===== src/rtl/hwo_pkg.sv =====
// Package hwo_pkg: shared constants for the host memory overlay block.
// Assumes an 8-bit data bus and byte-wide register offsets.
package hwo_pkg;
    localparam int REG_COUNT = 5;

    typedef enum logic [2:0] {
        OFS_LOW_LO = 3'd0,
        OFS_LOW_HI = 3'd1,
        OFS_UP_LO  = 3'd2,
        OFS_UP_HI  = 3'd3,
        OFS_CTRL   = 3'd4
    } reg_ofs_e;

    localparam int CTRL_EN_BIT = 7;
    localparam int CTRL_WID_W  = 4;
endpackage


===== src/rtl/hwo_regs.sv =====
// Module hwo_regs: device-select flag and the window register file.
// Assumes the top has already decided that the access falls in the device
// window (dev_win). Bounds are staged low byte first; the high-byte write
// commits. All state resets synchronously to zero.
module hwo_regs
    import hwo_pkg::*;
#(
    parameter int          ADDR_W  = 16,
    parameter int          DATA_W  = 8,
    parameter int          DEV_BIT = 0,
    parameter logic [15:0] SEL_ADDR = 16'hD1FF
) (
    input  logic              clk,
    input  logic              rst_n,
    input  logic              bus_valid,
    input  logic              bus_rw,
    input  logic [ADDR_W-1:0] bus_addr,
    input  logic [DATA_W-1:0] bus_wdata,
    input  logic              dev_win,
    output logic              dev_sel,
    output logic [ADDR_W-1:0] low_bound,
    output logic [ADDR_W-1:0] up_bound,
    output logic [DATA_W-1:0] ctrl,
    output logic [DATA_W-1:0] reg_rdata
);
    logic [DATA_W-1:0] low_stage_q, up_stage_q;
    logic              reg_wr, sel_wr;
    logic              wr_low_hi, wr_up_hi;
    logic [2:0]        ofs;
    logic              ofs_ok;

    // Decode register offset and write qualifiers.
    always_comb begin
        ofs       = bus_addr[2:0];
        ofs_ok    = (bus_addr[ADDR_W-6:3] == '0) && (int'(ofs) < REG_COUNT);
        reg_wr    = bus_valid && !bus_rw && dev_sel && dev_win && ofs_ok;
        sel_wr    = bus_valid && !bus_rw && (bus_addr == SEL_ADDR);
        wr_low_hi = reg_wr && (ofs == OFS_LOW_HI);
        wr_up_hi  = reg_wr && (ofs == OFS_UP_HI);
    end

    // Device-select flag follows the chosen data bit of a select write.
    always_ff @(posedge clk) begin
        if (!rst_n)      dev_sel <= 1'b0;
        else if (sel_wr) dev_sel <= bus_wdata[DEV_BIT];
    end

    // Register file: stage low bytes, commit on high byte, control direct.
    always_ff @(posedge clk) begin
        if (!rst_n) begin
            low_stage_q <= '0;
            up_stage_q  <= '0;
            low_bound   <= '0;
            up_bound    <= '0;
            ctrl        <= '0;
        end else if (reg_wr) begin
            case (ofs)
                OFS_LOW_LO: low_stage_q <= bus_wdata;
                OFS_LOW_HI: low_bound   <= {bus_wdata, low_stage_q};
                OFS_UP_LO:  up_stage_q  <= bus_wdata;
                OFS_UP_HI:  up_bound    <= {bus_wdata, up_stage_q};
                OFS_CTRL:   ctrl        <= bus_wdata;
                default:    ;
            endcase
        end
    end

    // Register readback; unused offsets read zero.
    always_comb begin
        reg_rdata = '0;
        if (ofs_ok) begin
            case (ofs)
                OFS_LOW_LO: reg_rdata = low_bound[DATA_W-1:0];
                OFS_LOW_HI: reg_rdata = low_bound[ADDR_W-1:DATA_W];
                OFS_UP_LO:  reg_rdata = up_bound[DATA_W-1:0];
                OFS_UP_HI:  reg_rdata = up_bound[ADDR_W-1:DATA_W];
                OFS_CTRL:   reg_rdata = ctrl;
                default:    reg_rdata = '0;
            endcase
        end
    end

    AST_LOW_COMMIT_ON_HI: assert property (@(posedge clk) disable iff (!rst_n)
        !$stable(low_bound) |-> $past(wr_low_hi));
    AST_UP_COMMIT_ON_HI: assert property (@(posedge clk) disable iff (!rst_n)
        !$stable(up_bound) |-> $past(wr_up_hi));
    AST_CTRL_NEEDS_SEL: assert property (@(posedge clk) disable iff (!rst_n)
        !$stable(ctrl) |-> $past(dev_sel));
endmodule


===== src/rtl/hwo_window.sv =====
// Module hwo_window: window hit test and masked buffer index.
// Assumes bounds are unsigned with an exclusive upper bound; the mask keeps
// the lowest (width+1) index bits and is clipped to the buffer width.
module hwo_window
    import hwo_pkg::*;
#(
    parameter int ADDR_W = 16,
    parameter int BUF_AW = 14
) (
    input  logic [ADDR_W-1:0]     addr,
    input  logic [ADDR_W-1:0]     low_bound,
    input  logic [ADDR_W-1:0]     up_bound,
    input  logic                  enable,
    input  logic [CTRL_WID_W-1:0] width,
    output logic                  hit,
    output logic [BUF_AW-1:0]     index
);
    logic [BUF_AW-1:0] diff;
    logic [BUF_AW-1:0] mask;

    // Unsigned half-open range test, gated by the enable bit.
    always_comb begin
        hit = enable && (addr >= low_bound) && (addr < up_bound);
    end

    // Build the index mask bit by bit from the width field.
    always_comb begin
        for (int i = 0; i < BUF_AW; i++) begin
            mask[i] = (i <= int'(width));
        end
    end

    // Offset into the window, then masked.
    always_comb begin
        diff  = addr[BUF_AW-1:0] - low_bound[BUF_AW-1:0];
        index = diff & mask;
    end
endmodule


===== src/rtl/hwo_overlay.sv =====
// Module hwo_overlay: top of the relocatable host memory overlay.
// Assumes a synchronous host bus in which bus_valid marks a single-cycle data
// phase, and a buffer RAM port with a combinational read. The device window
// (DEV_BASE, 2**DEV_LOG2 bytes) has priority over the overlay.
module hwo_overlay
    import hwo_pkg::*;
#(
    parameter int          ADDR_W   = 16,
    parameter int          DATA_W   = 8,
    parameter int          BUF_AW   = 14,
    parameter logic [15:0] DEV_BASE = 16'hD800,
    parameter int          DEV_LOG2 = 11
) (
    input  logic              clk,
    input  logic              rst_n,
    input  logic              bus_valid,
    input  logic              bus_rw,
    input  logic [ADDR_W-1:0] bus_addr,
    input  logic [DATA_W-1:0] bus_wdata,
    output logic [DATA_W-1:0] bus_rdata,
    output logic              bus_oe,
    output logic              ext_sel_n,
    output logic [BUF_AW-1:0] buf_addr,
    output logic              buf_we,
    output logic [DATA_W-1:0] buf_wdata,
    input  logic [DATA_W-1:0] buf_rdata
);
    localparam int TAG_W = ADDR_W - DEV_LOG2;

    logic              dev_win, dev_sel, win_hit, claim;
    logic [ADDR_W-1:0] low_bound, up_bound;
    logic [DATA_W-1:0] ctrl, reg_rdata;
    logic [BUF_AW-1:0] index;

    // Device window decode on the upper address bits.
    always_comb begin
        dev_win = (bus_addr[ADDR_W-1:DEV_LOG2] == DEV_BASE[ADDR_W-1:ADDR_W-TAG_W]);
    end

    hwo_regs #(.ADDR_W(ADDR_W), .DATA_W(DATA_W)) u_regs (
        .clk       (clk),
        .rst_n     (rst_n),
        .bus_valid (bus_valid),
        .bus_rw    (bus_rw),
        .bus_addr  (bus_addr),
        .bus_wdata (bus_wdata),
        .dev_win   (dev_win),
        .dev_sel   (dev_sel),
        .low_bound (low_bound),
        .up_bound  (up_bound),
        .ctrl      (ctrl),
        .reg_rdata (reg_rdata)
    );

    hwo_window #(.ADDR_W(ADDR_W), .BUF_AW(BUF_AW)) u_window (
        .addr      (bus_addr),
        .low_bound (low_bound),
        .up_bound  (up_bound),
        .enable    (ctrl[CTRL_EN_BIT]),
        .width     (ctrl[CTRL_WID_W-1:0]),
        .hit       (win_hit),
        .index     (index)
    );

    // Bus-side response: claim the access, override internal RAM, route data.
    always_comb begin
        claim     = bus_valid && dev_sel && (dev_win || win_hit);
        ext_sel_n = !claim;
        bus_oe    = claim && bus_rw;
        bus_rdata = dev_win ? reg_rdata : buf_rdata;
    end

    // Buffer-side write strobe for overlay writes outside the device window.
    always_comb begin
        buf_addr  = index;
        buf_wdata = bus_wdata;
        buf_we    = bus_valid && !bus_rw && dev_sel && win_hit && !dev_win;
    end

    AST_OE_ONLY_READ: assert property (@(posedge clk) disable iff (!rst_n)
        bus_oe |-> (bus_valid && bus_rw && !ext_sel_n));
    AST_WE_ONLY_WRITE: assert property (@(posedge clk) disable iff (!rst_n)
        buf_we |-> (bus_valid && !bus_rw && !bus_oe && !ext_sel_n));
    AST_IDLE_QUIET: assert property (@(posedge clk) disable iff (!rst_n)
        !bus_valid |-> (ext_sel_n && !bus_oe && !buf_we));
    AST_SEL_NEEDS_DEV: assert property (@(posedge clk) disable iff (!rst_n)
        !ext_sel_n |-> dev_sel);
    AST_DEVWIN_NO_BUFWR: assert property (@(posedge clk) disable iff (!rst_n)
        dev_win |-> !buf_we);
endmodule


===== config.mk =====
export PLATFORM = sky130hd
export DESIGN_NAME = hwo_overlay
export DESIGN_NICKNAME = d
export VERILOG_FILES = /design/src/rtl/hwo_pkg.sv /design/src/rtl/hwo_regs.sv /design/src/rtl/hwo_window.sv /design/src/rtl/hwo_overlay.sv
export SDC_FILE = /design/constraint.sdc
export NUM_CORES = 1
export LEC_CHECK = 0
export ABC_AREA = 0
export BUFFER_PORTS_ARGS = -buffer_cell sky130_fd_sc_hd__buf_2
export CAP_MARGIN = 20
export CORE_UTILIZATION = 41
export CTS_CLUSTER_DIAMETER = 100
export DETAILED_ROUTE_END_ITERATION = 16
export PLACE_DENSITY = 0.71
export REMOVE_ABC_BUFFERS = 1
export SYNTH_ARGS = -nofsm -noshare
export SYNTH_HDL_FRONTEND = slang
export SYNTH_SLANG_ARGS = --single-unit

===== constraint.sdc =====
create_clock -name clk -period 2.02 [get_ports clk]
set_input_delay 0.101 -clock clk [delete_from_list [all_inputs] [get_ports clk]]
set_output_delay 0.101 -clock clk [all_outputs]
set_load 0.03 [all_outputs]

======== Word level (Yosys, flattened, before mapping) ========
Index checks and enable logic that the tools add are counted.
word-level totals
  ROM bits ................................ 0
  input bits .............................. 36
  memories kept ........................... 0
  output and inout port bits .............. 33
  flip-flop bits (word level) ............. 57
  bits in latches ......................... 0
  memory bits (writable) .................. 0
operators by class
  magnitude comparators ................... 16
  multiply operators ...................... 0
  muxes and demuxes ....................... 3
  $add $sub $neg .......................... 1
  bitwise gates (word level) .............. 1
  shift operators ......................... 0
  div/mod/pow operators ................... 0
  reductions and logical operators ........ 24
  equal/unequal tests ..................... 6
operators with widths
  operator              count
  $pmux 8 s5            1
  $le 4x4->1 const A    6
  $eq 16x16->1 const B  1
  $ge 16x16->1          1
  $le 3x4->1 const A    4
  $lt 16x16->1          1
  $mux 8                2
  $and 14x14->14        1
  $sub 14x14->14        1
  $logic_and 1x1->1     13
  $reduce_and 2->1      5
  $le 2x4->1 const A    2
  $logic_not 8->1       1
  $eq 3x2->1 const B    2
  $eq 5x5->1 const B    1
  $le 1x4->1 const A    1
  $eq 3x1->1 const B    1
  $eq 3x3->1 const B    1
  $logic_not 1->1       3
  $logic_not 3->1       1
  $lt 3x3->1 const B    1
  $logic_or 1x1->1      1

======== Logic depth before layout (Yosys ltp) ========
Gate-level depths: netlist of the first run.
  depth in word-level cells ............... 6
  gate-level depth with buffers ........... 9
  mapped depth without buffers ............ 9

======== Hierarchy ========
Synthesis of the first run repeated with hierarchy kept, for this count alone.
second synthesis, totals
  cells, all modules ...................... 486
  area total of the unflattened synthesis .. 4098.9 um^2
modules (own cells, without submodules)
  module       cells an instance  area an instance (um^2)  instances
  hwo_regs     262                2557.5                   1
  hwo_window   201                1308.8                   1
  hwo_overlay  23                 232.7                    1

======== Least setup slack after synthesis of the first run ========
OpenSTA, ideal clock, no wires.
  path kind ............................... register -> output
  start point ............................. reg u_regs.low_bound[10]
  end point ............................... out buf_addr[11]
  slack ................................... -0.409 ns
  required time ........................... 1.919 ns
  arrival time ............................ 2.328 ns
  cell stages (with the launch flop) ...... 10
  path through ............................ dfxtp_1 inv_1 ha_1 clkbuf_1 a21o_1 a211oi_1 nand2_1 o21ai_0 xor2_1 nor3b_1
on the way
  cells in the longest elaborated chain, start to end .. 2
RTL lines
  element                 RTL line           source
  start, declared         hwo_regs.sv:21     output logic [ADDR_W-1:0] low_bound,
  start signal, assigned  hwo_regs.sv:59     OFS_LOW_HI: low_bound <= {bus_wdata, low_stage_q};
  $sub 14x14->14          hwo_window.sv:35   diff = addr[BUF_AW-1:0] - low_bound[BUF_AW-1:0];
  $and 14x14->14          hwo_window.sv:36   index = diff & mask;
  end, declared           hwo_overlay.sv:23  output logic [BUF_AW-1:0] buf_addr,
No other way between the ends.

======== Worst setup path after layout of the first run ========
  start point ............................. reg u_regs.low_bound[0]
  end point ............................... out buf_we
on the way
  cells in the longest elaborated chain, start to end .. 5
RTL lines
  element                         RTL line           source
  $ge 16x16->1                    hwo_window.sv:23   hit = enable && (addr >= low_bound) && (addr < up_bound);
  $logic_and 1x1->1 (2 in a row)  hwo_window.sv:23
  $logic_and 1x1->1 (2 in a row)  hwo_overlay.sv:77  buf_we = bus_valid && !bus_rw && dev_sel && win_hit && !dev_win;
  end, declared                   hwo_overlay.sv:24  output logic buf_we,
No other way between the ends.

==> flow_summary.json, run 1 <==
{
  "fin_nets": 685,
  "min_path_type": "primary input to flop",
  "report.final.setup_viol": 14,
  "max-slew-margin-rel": 0.458,
  "max_freq_mhz": 394,
  "grt.overflow.total": 0,
  "core-area_um2": 9370,
  "violations": "setup timing",
  "worst_setup_start_kind": "flop",
  "rrSetupSlack_ns": 0.11,
  "synth_async_sr_flop_share": 0,
  "power.ir.vdd_worst_mv": 0.487,
  "netlist_area_um2": 4020,
  "finalClockSkew_ns": 0.00592,
  "cts.root.buffer_cell": "sky130_fd_sc_hd__clkbuf_8",
  "max_slew_violation_count": 0,
  "power-per-cell-area_nw_per_um2": 477,
  "postCtsHoldBufs": 0,
  "finalHoldWorstSlack_ns": 0.105,
  "crit_path_end_kind": "output pin",
  "antenna_found_initial": 0,
  "min-delay-start": "bus_wdata[3]",
  "clk_latency_ns": 0.35,
  "average_instance_area_after_synthesis_um2": 8.62,
  "cts_inserted_buffers": 9,
  "vias_per_cell": 5.31,
  "layout_commonest_cell": "sky130_fd_sc_hd__buf_4",
  "rsz0062_at_grt": "yes",
  "timing.rr.start": "u_regs.dev_sel",
  "fin_setup_tns_ns": -4.77,
  "worst_r2r_endpoint": "u_regs.low_stage_q[6]",
  "synth.lib_cells_used.distinct": 52,
  "timing.hold.worst_endpoint": "u_regs.ctrl[3]",
  "crit_arrival_ns": 2.44,
  "ys.warnings.count": 0,
  "rows": 35,
  "initial_core_util": 0.429,
  "antenna-diode-count": 0,
  "synth_enable_flop_cells": 0,
  "cp_slowest_stage_delay_ns": 0.36,
  "most-common-layout-cells": "103 x sky130_fd_sc_hd__buf_4, 64 x sky130_fd_sc_hd__mux2i_1, 59 x sky130_fd_sc_hd__nor2b_1",
  "worst_ep_required_time_ns": 1.92,
  "synth.ff_latch_count": 57,
  "ctsHtreeMaxLevel": 3,
  "detailedRoute.firstPassIterationCount": 4,
  "ys_seq_area_frac": 0.284,
  "via_count_of_the_first_global_routing_pass": 3970,
  "path_cells": "ha_4, fa_2, nand2b_4, a21oi_4, o211ai_1, o211ai_1, and4b_1, and4_1, buf_6",
  "fp.dieW_um": 101,
  "proportion_of_layout_cells_with_a_drive_suffix_above_1": 0.383,
  "syn2layout_area_growth_pct": 41.4,
  "tritoncts_num_sinks": 57,
  "drtIter0Drc": 178,
  "port_buf_inserts": 68,
  "drcViolationCount": 0,
  "ioPinCount": 69,
  "cts-root-to-sink-buffers": 2,
  "status": "finished, violations left",
  "max-cap-violations": 0,
  "worst-r2r-cell-count": 7,
  "total_number_of_vias": 3981,
  "tritoncts": "built",
  "grt_start_max_net_pins": 58,
  "place.detailed.hpwl_mm": 9.91,
  "finish.utilization": 0.607,
  "min_period_ns": 2.54,
  "grt.total_usage": 0.269,
  "criticalPathCategory": "flop to output pin",
  "total_power_uw": 2720,
  "fillCellCount": 872,
  "first_pass_grt_wire_length_mm": 20.6,
  "crit_slowest_cell": "sky130_fd_sc_hd__fa_2",
  "worstPathMaxFanout": 3,
  "hold_viol_final": 0,
  "layout_worst_path_cycle_share": 1.26,
  "antenna_violating_nets_post_route": 0,
  "min_delay_path_depth": 3,
  "floorplan.die_area_um2": 10200,
  "place.gp.congestion": 0.949,
  "detail_route.wirelength_mm": 13.2,
  "post-route-worst-setup-slack_ns": -0.516,
  "worstMarginPinSlew_ns": 0.813,
  "worst_setup_path_startpoint": "u_regs.low_bound[0]",
  "die_height_um": 101,
  "leakage_uw": 0.00228,
  "worst_setup_hold_path_clk_slew_ns": 0.07,
  "crit_top_cell": "sky130_fd_sc_hd__o211ai_1",
  "routedWlPerCell_um": 17.6,
  "synth_flop_cell": "sky130_fd_sc_hd__dfxtp_1",
  "syn-instance-count": 467
}
synth_stat cells, types with 4 or more instances:
library cell | n | area (um2)
sky130_fd_sc_hd__clkbuf_1 | 13 | 48.8
sky130_fd_sc_hd__nand4_1 | 7 | 43.8
sky130_fd_sc_hd__ha_1 | 31 | 388
sky130_fd_sc_hd__nand2b_1 | 7 | 43.8
sky130_fd_sc_hd__inv_1 | 38 | 143
sky130_fd_sc_hd__nand2_1 | 20 | 75.1
sky130_fd_sc_hd__buf_4 | 9 | 67.6
sky130_fd_sc_hd__nor3_1 | 4 | 20.0
sky130_fd_sc_hd__a22oi_1 | 6 | 45.0
sky130_fd_sc_hd__nand3_1 | 7 | 35.0
sky130_fd_sc_hd__o21ai_0 | 16 | 80.1
sky130_fd_sc_hd__a21oi_1 | 29 | 145
sky130_fd_sc_hd__a22o_1 | 8 | 70.1
sky130_fd_sc_hd__nor2b_1 | 61 | 382
sky130_fd_sc_hd__a211oi_1 | 5 | 37.5
sky130_fd_sc_hd__and3_1 | 4 | 25.0
sky130_fd_sc_hd__dfxtp_1 | 57 | 1140
sky130_fd_sc_hd__nor2_1 | 22 | 82.6
sky130_fd_sc_hd__mux2i_1 | 64 | 641
sky130_fd_sc_hd__o22ai_1 | 8 | 50.1
sky130_fd_sc_hd__xnor2_1 | 4 | 35.0
sky130_fd_sc_hd__a21o_1 | 5 | 37.5
metrics by stage:
step / setup slack (ns) / std cells / area (um2)
CTS: -0.477 / 748 / 5570
detailed placement: -0.418 / 731 / 5110
finish: -0.516 / 750 / 5690
global route: -0.549 / 750 / 5690
global placement: -0.336 / 731 / 5110
floorplan: -0.346 / 441 / 3880
cells by family after synthesis:
logic type                 count (synthesis)  synth area share
buffers and inverters                     65            0.0712
xor gates and xnor gates                   6            0.0131
and+or+nand+nor                          152             0.219
muxes                                     66             0.170
adders and majority gates                 32             0.101
AOI/OAI and AO/OA                         89             0.141
DFF                                       57             0.284
final cells by class:
type	instances	area, um2	area share
clock inverters	5	56.3	0.00989
multi-input cells	345	2890	0.508
well taps	129	161	0.0284
clock buffers	10	138	0.0242
flip-flops and latches	57	1150	0.201
repair buffers	165	1150	0.202
inverters	39	146	0.0257
registers in the layout, summed over array words and instances, names as in the netlist:
signal              cells
u_regs.low_bound       16
u_regs.up_bound        16
u_regs.ctrl             8
u_regs.low_stage_q      8
u_regs.up_stage_q       8
u_regs.dev_sel          1
worst max-delay path, delay by kind of cell (launching register included):
family | cells | cell delay (ns)
AND/OR/NAND/NOR | 3 | 0.65
adder cells (fa/ha/maj) | 2 | 0.53
AO/OA/AOI/OAI | 3 | 0.43
flip-flops | 1 | 0.34
buffers and inverters | 1 | 0.13
repair_timing:
| action | CTS | global route |
|---|---|---|
| setup buffers | 2 | 3 |
| pin swaps | 17 | 12 |
| endpoints found under the hold margin | 0 | 0 |
| endpoints found under the setup margin | 14 | 15 |
| gates resized for setup | 58 | 22 |
worst max path at each step:
stage              endpoint  slack, ns  depth (start not counted)
2_1_floorplan  buf_addr[11]      -0.35                          8
3_3_place_gp   buf_addr[10]      -0.34                         11
3_5_place_dp   buf_addr[10]      -0.42                          9
4_1_cts              buf_we      -0.48                          9
5_1_grt              buf_we      -0.55                          9
6_report             buf_we      -0.52                          9
where the power goes:
| part | internal (uW) | switching, uW | total [uW] |
|---|---|---|---|
| Clock | 593 | 475 | 1070 |
| Combinational | 236 | 288 | 525 |
| Sequential | 1120 | 0.0000964 | 1120 |
| Total | 1950 | 763 | 2720 |
layer usage:
metal,GRT usage,vias up,part of all wire,routed length (um)
met5,0,-,0,0
met4,0.116,0,0.032,425
met3,0.0333,32,0.044,577
met2,0.469,103,0.49,6430
met1,0.332,1899,0.44,5740
li1,-,1947,-,-
(Power assumes the default switching activity.)
==> inputs of run 2 (changes only) <==
Settings changed: CORE_UTILIZATION 41 to 43, PLACE_DENSITY 0.71 to 0.73, SYNTH_HIERARCHICAL set to 1.
==> flow_summary.json, run 2 <==
{
  "total_number_of_vias": 4393,
  "drcViolationCount": 0,
  "proportion_of_layout_cells_with_a_drive_suffix_above_1": 0.466,
  "multiplexer_share_of_the_synthesized_area": 0.150,
  "path_delay_family": "compound AO/OA/AOI/OAI gates",
  "worstPathMaxFanout": 3,
  "antenna_violating_nets_post_route": 0,
  "first_pass_grt_wire_length_mm": 21.6,
  "leading_cell_types_by_count_after_synthesis": "57 x sky130_fd_sc_hd__dfxtp_1, 48 x sky130_fd_sc_hd__mux2i_1, 43 x sky130_fd_sc_hd__nor2b_1",
  "syn-instance-count": 486,
  "fp.dieW_um": 99.6,
  "post-route-worst-setup-slack_ns": -0.558,
  "hold_viol_final": 0,
  "detail_route.wirelength_mm": 14.3,
  "rsz0062_at_grt": "yes",
  "yosys.area_share.adder": 0.0995,
  "status": "finished, violations left",
  "cts.root.buffer_cell": "sky130_fd_sc_hd__clkbuf_8",
  "netlist_area_um2": 4100,
  "ys_seq_area_frac": 0.278,
  "synth.lib_cells_used.distinct": 55,
  "syn2layout_area_growth_pct": 49.6,
  "report.final.setup_viol": 13,
  "via_count_of_the_first_global_routing_pass": 4317,
  "max_slew_violation_count": 0,
  "worst_ep_required_time_ns": 1.92,
  "yosys.area_share.xor_xnor": 0.00641,
  "power.ir.vdd_worst_mv": 0.439,
  "layout_top_registers": "u_regs/low_bound x16, u_regs/up_bound x16",
  "yosys.cell_count.top_type": "sky130_fd_sc_hd__dfxtp_1",
  "ioPinCount": 69,
  "core-area_um2": 9240,
  "ctsHtreeMaxLevel": 3,
  "post_synthesis_share_of_cell_area_spent_on_and_or_nand_and_nor_gates": 0.240,
  "grt.overflow.total": 0,
  "worst_setup_start_kind": "flop",
  "tritoncts_num_sinks": 57,
  "tritoncts": "built",
  "fin_nets": 719,
  "worstPathBufferInverterCount": 2,
  "place.detailed.hpwl_mm": 9.86,
  "min_path_type": "primary input to flop",
  "cts_inserted_buffers": 9,
  "layout_commonest_cell": "sky130_fd_sc_hd__buf_4",
  "place.gp.congestion": 0.888,
  "leakage_uw": 0.00257,
  "criticalPathCategory": "flop to output pin",
  "grt_start_max_net_pins": 41,
  "die_height_um": 99.6,
  "power-per-cell-area_nw_per_um2": 453,
  "max-slew-margin-rel": 0.580,
  "grt.total_usage": 0.283,
  "initial_core_util": 0.444,
  "port_buf_inserts": 68,
  "floorplan.die_area_um2": 9930,
  "finish.cell_count_without_fillers": 785,
  "cts-root-to-sink-buffers": 2,
  "post-synth-top-area-cell": "sky130_fd_sc_hd__dfxtp_1",
  "synth_compound_area_frac": 0.153,
  "drtIter0Drc": 256,
  "synth_async_sr_flop_share": 0,
  "most_area_consuming_cells_after_synthesis": "sky130_fd_sc_hd__dfxtp_1 28%, sky130_fd_sc_hd__mux2i_1 12%, sky130_fd_sc_hd__ha_1 9.5%",
  "synth_flop_cell": "sky130_fd_sc_hd__dfxtp_1",
  "synth.ff_latch_count": 57,
  "antenna_found_initial": 0,
  "max-cap-violations": 0,
  "synth_top_family_by_area": "simple AND/OR/NAND/NOR gates",
  "synth_top_area_frac": 0.278,
  "min_period_ns": 2.58,
  "finalClockSkew_ns": 0.00692,
  "finalHoldWorstSlack_ns": 0.0674,
  "place_ws_ns": -0.346,
  "path_cells": "inv_2, ha_4, a211o_1, a31oi_2, nor3_2, o31ai_2, and4_4, nor4b_4, buf_6",
  "layout_worst_path_cycle_share": 1.28,
  "crit_path_end_kind": "output pin",
  "worstMarginPinSlew_ns": 0.624,
  "violations": "setup timing",
  "max_freq_mhz": 388,
  "place.detailed.instances": 756,
  "vias_per_cell": 5.60,
  "ys.warnings.count": 6,
  "average_instance_area_after_synthesis_um2": 8.43,
  "rows": 35,
  "clk_latency_ns": 0.36,
  "crit_slowest_cell": "sky130_fd_sc_hd__dfxtp_2",
  "antenna-diode-count": 0,
  "postCtsHoldBufs": 0,
  "crit_arrival_ns": 2.48,
  "worst_setup_hold_path_clk_slew_ns": 0.06,
  "routedWlPerCell_um": 18.2,
  "detailedRoute.firstPassIterationCount": 5,
  "most-common-layout-cells": "107 x sky130_fd_sc_hd__buf_4, 54 x sky130_fd_sc_hd__buf_2, 48 x sky130_fd_sc_hd__mux2i_1",
  "synth_enable_flop_cells": 0,
  "cp_slowest_stage_delay_ns": 0.33
}
run 2: layout make-up:
type	count	area, um2
multi-input combinational	364	3170
fill	696	3110
timing repair buffer	182	1320
sequential	57	1150
clock buffer	14	183
tap	129	161
inverter	37	139
clock inverter	2	10.0
run 2: per-stage QoR:
step / utilization / setup TNS [ns] / total power, uW / area, um2
finish: 0.664 / -4.44 / 2780 / 6130
global route: 0.664 / -5.02 / 2870 / 6130
CTS: 0.641 / -3.87 / 2720 / 5920
detailed placement: 0.564 / -2.39 / 1620 / 5210
global placement: 0.564 / -1.83 / 1610 / 5210
floorplan: - / -10.90 / 1350 / 3940
run 2: final timing paths:
path / from / slack, ns / depth (start not counted) / end
max: u_regs/up_bound[2] / -0.56 / 9 / buf_we
min reg2reg: u_regs/low_stage_q[1] / 0.47 / 2 / u_regs/low_stage_q[1]
min: bus_wdata[5] / 0.07 / 3 / u_regs/low_stage_q[5]
max reg2reg: u_regs/dev_sel / 0.37 / 5 / u_regs/up_bound[4]
run 2: routing by layer:
| layer | share of wire | wire length, um | vias to the layer above | track usage |
|---|---|---|---|---|
| met4 | 0.034 | 493 | 0 | 0.133 |
| met1 | 0.41 | 5920 | 2111 | 0.340 |
| li1 | - | - | 2061 | - |
| met2 | 0.50 | 7150 | 183 | 0.500 |
| met3 | 0.051 | 724 | 38 | 0.0358 |
| met5 | 0 | 0 | - | 0 |
run 2: power by group:
part	total, uW	switching (uW)	internal, uW
sequential	1120	0.0000948	1120
clock	1030	455	575
combinational	621	330	291
total	2780	786	1990
run 2: logic make-up after synthesis:
logic type / Yosys count
xor+xnor: 3
mux: 58
buf+inv: 65
flops: 57
simple gates: 169
fa+ha+maj: 32
compound gates: 102
run 2: worst min-delay path: stages:
cell and delay [ns]:
sky130_fd_sc_hd__buf_2 0.14, sky130_fd_sc_hd__nand2_1 0.07, sky130_fd_sc_hd__o21ai_0 0.06
run 2: repair_timing:
item | 4_1_cts | 5_1_grt
gates resized for setup | 112 | 35
pin swaps | 35 | 17
setup endpoints to repair | 14 | 15
buffers inserted | 7 | 6
==> inputs of run 3 (changes only) <==
Settings changed: GPL_TIMING_DRIVEN set to 0, SKIP_LAST_GASP set to 1.
==> flow_summary.json, run 3 (synthesis gave the netlist of run 2 again) <==
{
  "status": "finished, violations left",
  "violations": "setup timing",
  "layout.cell_area.non_filler_um2": 5420,
  "wl_met2_mm": 5.76,
  "leakage_uw": 0.00214,
  "crit_top_cell": "sky130_fd_sc_hd__buf_6",
  "sequentialPowerShare": 0.416,
  "worst_setup_start_kind": "flop",
  "path_cells": "buf_6, fa_2, nand2b_4, a21oi_4, o21ai_1, nand3_1, and4_4, nor4b_4, buf_6",
  "grt_start_max_net_pins": 66,
  "worst-r2r-cell-count": 4,
  "net-switching-power_uw": 721,
  "drcViolationCount": 0,
  "crit_arrival_ns": 2.36,
  "crit_path_end_kind": "output pin",
  "drtIter0Drc": 211,
  "timing.rr.start": "u_regs/dev_sel",
  "antenna_found_initial": 0,
  "fin_setup_tns_ns": -4.19,
  "routedWlPerCell_um": 17.3,
  "ioPinCount": 69,
  "detailedRoute.firstPassIterationCount": 5,
  "worst_setup_hold_path_clk_slew_ns": 0.06,
  "antenna-diode-count": 0,
  "detail_route.wirelength_mm": 12.1,
  "cell_internal_pwr_uw": 1970,
  "die_height_um": 99.6,
  "place.detailed.instances": 656,
  "syn2layout_area_growth_pct": 32.1,
  "worst_ep_required_time_ns": 1.92,
  "floorplan.die_area_um2": 9930,
  "cts_inserted_buffers": 9,
  "post-route-worst-setup-slack_ns": -0.436,
  "power.ir.vdd_worst_mv": 0.452,
  "layout_top_registers": "u_regs/low_bound x16, u_regs/up_bound x16",
  "max_freq_mhz": 407,
  "port_buf_inserts": 68,
  "met1Wirelength_mm": 5.51,
  "cp_slowest_stage_delay_ns": 0.39,
  "timing.hold.worst_endpoint": "u_regs/low_stage_q[6]",
  "report.final.setup_viol": 13,
  "rrSetupSlack_ns": 0.28,
  "finish.cell_count_without_fillers": 700,
  "grt.total_usage": 0.245,
  "rows": 35,
  "via_count_of_the_first_global_routing_pass": 3705,
  "clock_group_share_of_total_power": 0.391,
  "cts.root.buffer_cell": "sky130_fd_sc_hd__clkbuf_8",
  "area_of_combinational_cells_with_multiple_inputs_um2": 3090,
  "clk_latency_ns": 0.33,
  "tritoncts_num_sinks": 57,
  "layout_commonest_cell": "sky130_fd_sc_hd__buf_2",
  "layout_worst_path_cycle_share": 1.22,
  "max-slew-margin-rel": 0.376,
  "power-per-cell-area_nw_per_um2": 497,
  "finish.utilization": 0.586,
  "tritoncts": "built",
  "power.combinational.fraction": 0.193,
  "grt.overflow.total": 0,
  "postCtsHoldBufs": 0,
  "maxUsedRoutingLayer": "met4",
  "antenna_violating_nets_post_route": 0,
  "core-area_um2": 9240,
  "met3_wirelength_um": 619,
  "first_pass_grt_wire_length_mm": 18.7,
  "min_period_ns": 2.46,
  "hold_viol_final": 0,
  "criticalPathCategory": "flop to output pin",
  "min-delay-start": "bus_wdata[6]",
  "place.gp.congestion": 0.841,
  "max-cap-violations": 0,
  "min_path_type": "primary input to flop",
  "max_slew_violation_count": 0,
  "worstPathMaxFanout": 3,
  "placed_cell_area_um2": 4450,
  "worstMarginPinSlew_ns": 0.936,
  "crit_slowest_cell": "sky130_fd_sc_hd__fa_2",
  "fin_nets": 635,
  "ctsHtreeMaxLevel": 3,
  "cts-root-to-sink-buffers": 2,
  "proportion_of_layout_cells_with_a_drive_suffix_above_1": 0.350,
  "most-common-layout-cells": "54 x sky130_fd_sc_hd__buf_2, 48 x sky130_fd_sc_hd__mux2i_1, 45 x sky130_fd_sc_hd__dfxtp_1",
  "place.detailed.hpwl_mm": 8.41,
  "worst_r2r_endpoint": "u_regs/low_bound[8]",
  "sw_frac_of_total": 0.268,
  "total_number_of_vias": 3914,
  "fp.dieW_um": 99.6,
  "worst_setup_path_startpoint": "u_regs/low_bound[1]",
  "fillCellCount": 794,
  "vias_per_cell": 5.59,
  "min_delay_path_depth": 3,
  "initial_core_util": 0.444,
  "finalClockSkew_ns": 0.00657,
  "rsz0062_at_grt": "yes",
  "sequential_cell_area_um2": 1160
}
[run 3: worst max-delay path by stage]
stage / to / slack, ns / cells after the start
4_1_cts: buf_we / -0.52 / 9
3_3_place_gp: u_regs/up_bound[6] / -1.18 / 7
2_1_floorplan: buf_we / -0.73 / 8
3_5_place_dp: u_regs/up_bound[10] / -0.99 / 8
6_report: buf_we / -0.44 / 9
5_1_grt: buf_we / -0.56 / 9
[run 3: power by group through the flow]
stage               combinational, uW  clock (uW)  sequential, uW
finish                            519        1050            1120
global route                      555        1120            1120
CTS                               472        1060            1120
detailed placement                378           0            1150
global placement                  370           0            1150
floorplan                         205           0            1150
[run 3: critical path: cells and delay by family (launching register included)]
| kind | cells | cell delay (ns) |
|---|---|---|
| fa+ha+maj | 1 | 0.39 |
| simple gates | 4 | 0.76 |
| buf+inv | 2 | 0.29 |
| compound gates | 2 | 0.25 |
| flops | 1 | 0.36 |
[run 3: final cells by class]
cell class / count / area share
Multi-Input combinational cell: 364 / 0.571
Sequential cell: 57 / 0.214
Timing Repair Buffer: 98 / 0.123
Tap cell: 129 / 0.0298
Clock buffer: 12 / 0.0286
Inverter: 37 / 0.0261
Clock inverter: 3 / 0.00739
[run 3: through the flow]
stage	setup WS, ns	power [uW]	hold WS (ns)
3_5_place_dp	-0.990	1530	0.427
5_1_grt	-0.556	2800	0.0981
4_1_cts	-0.521	2660	0.0682
2_1_floorplan	-0.726	1350	0.202
3_3_place_gp	-1.18	1520	0.414
6_report	-0.436	2690	0.0865
[run 3: metal layers]
layer,track usage,up-vias
li1,-,1895
met2,0.400,124
met4,0.0962,0
met3,0.0457,14
met1,0.320,1881
met5,0,-
[run 3: what timing repair did]
item | CTS | global route
setup buffers | 26 | 7
setup endpoints to repair | 70 | 37
resized for setup | 100 | 36
pin swaps | 33 | 26
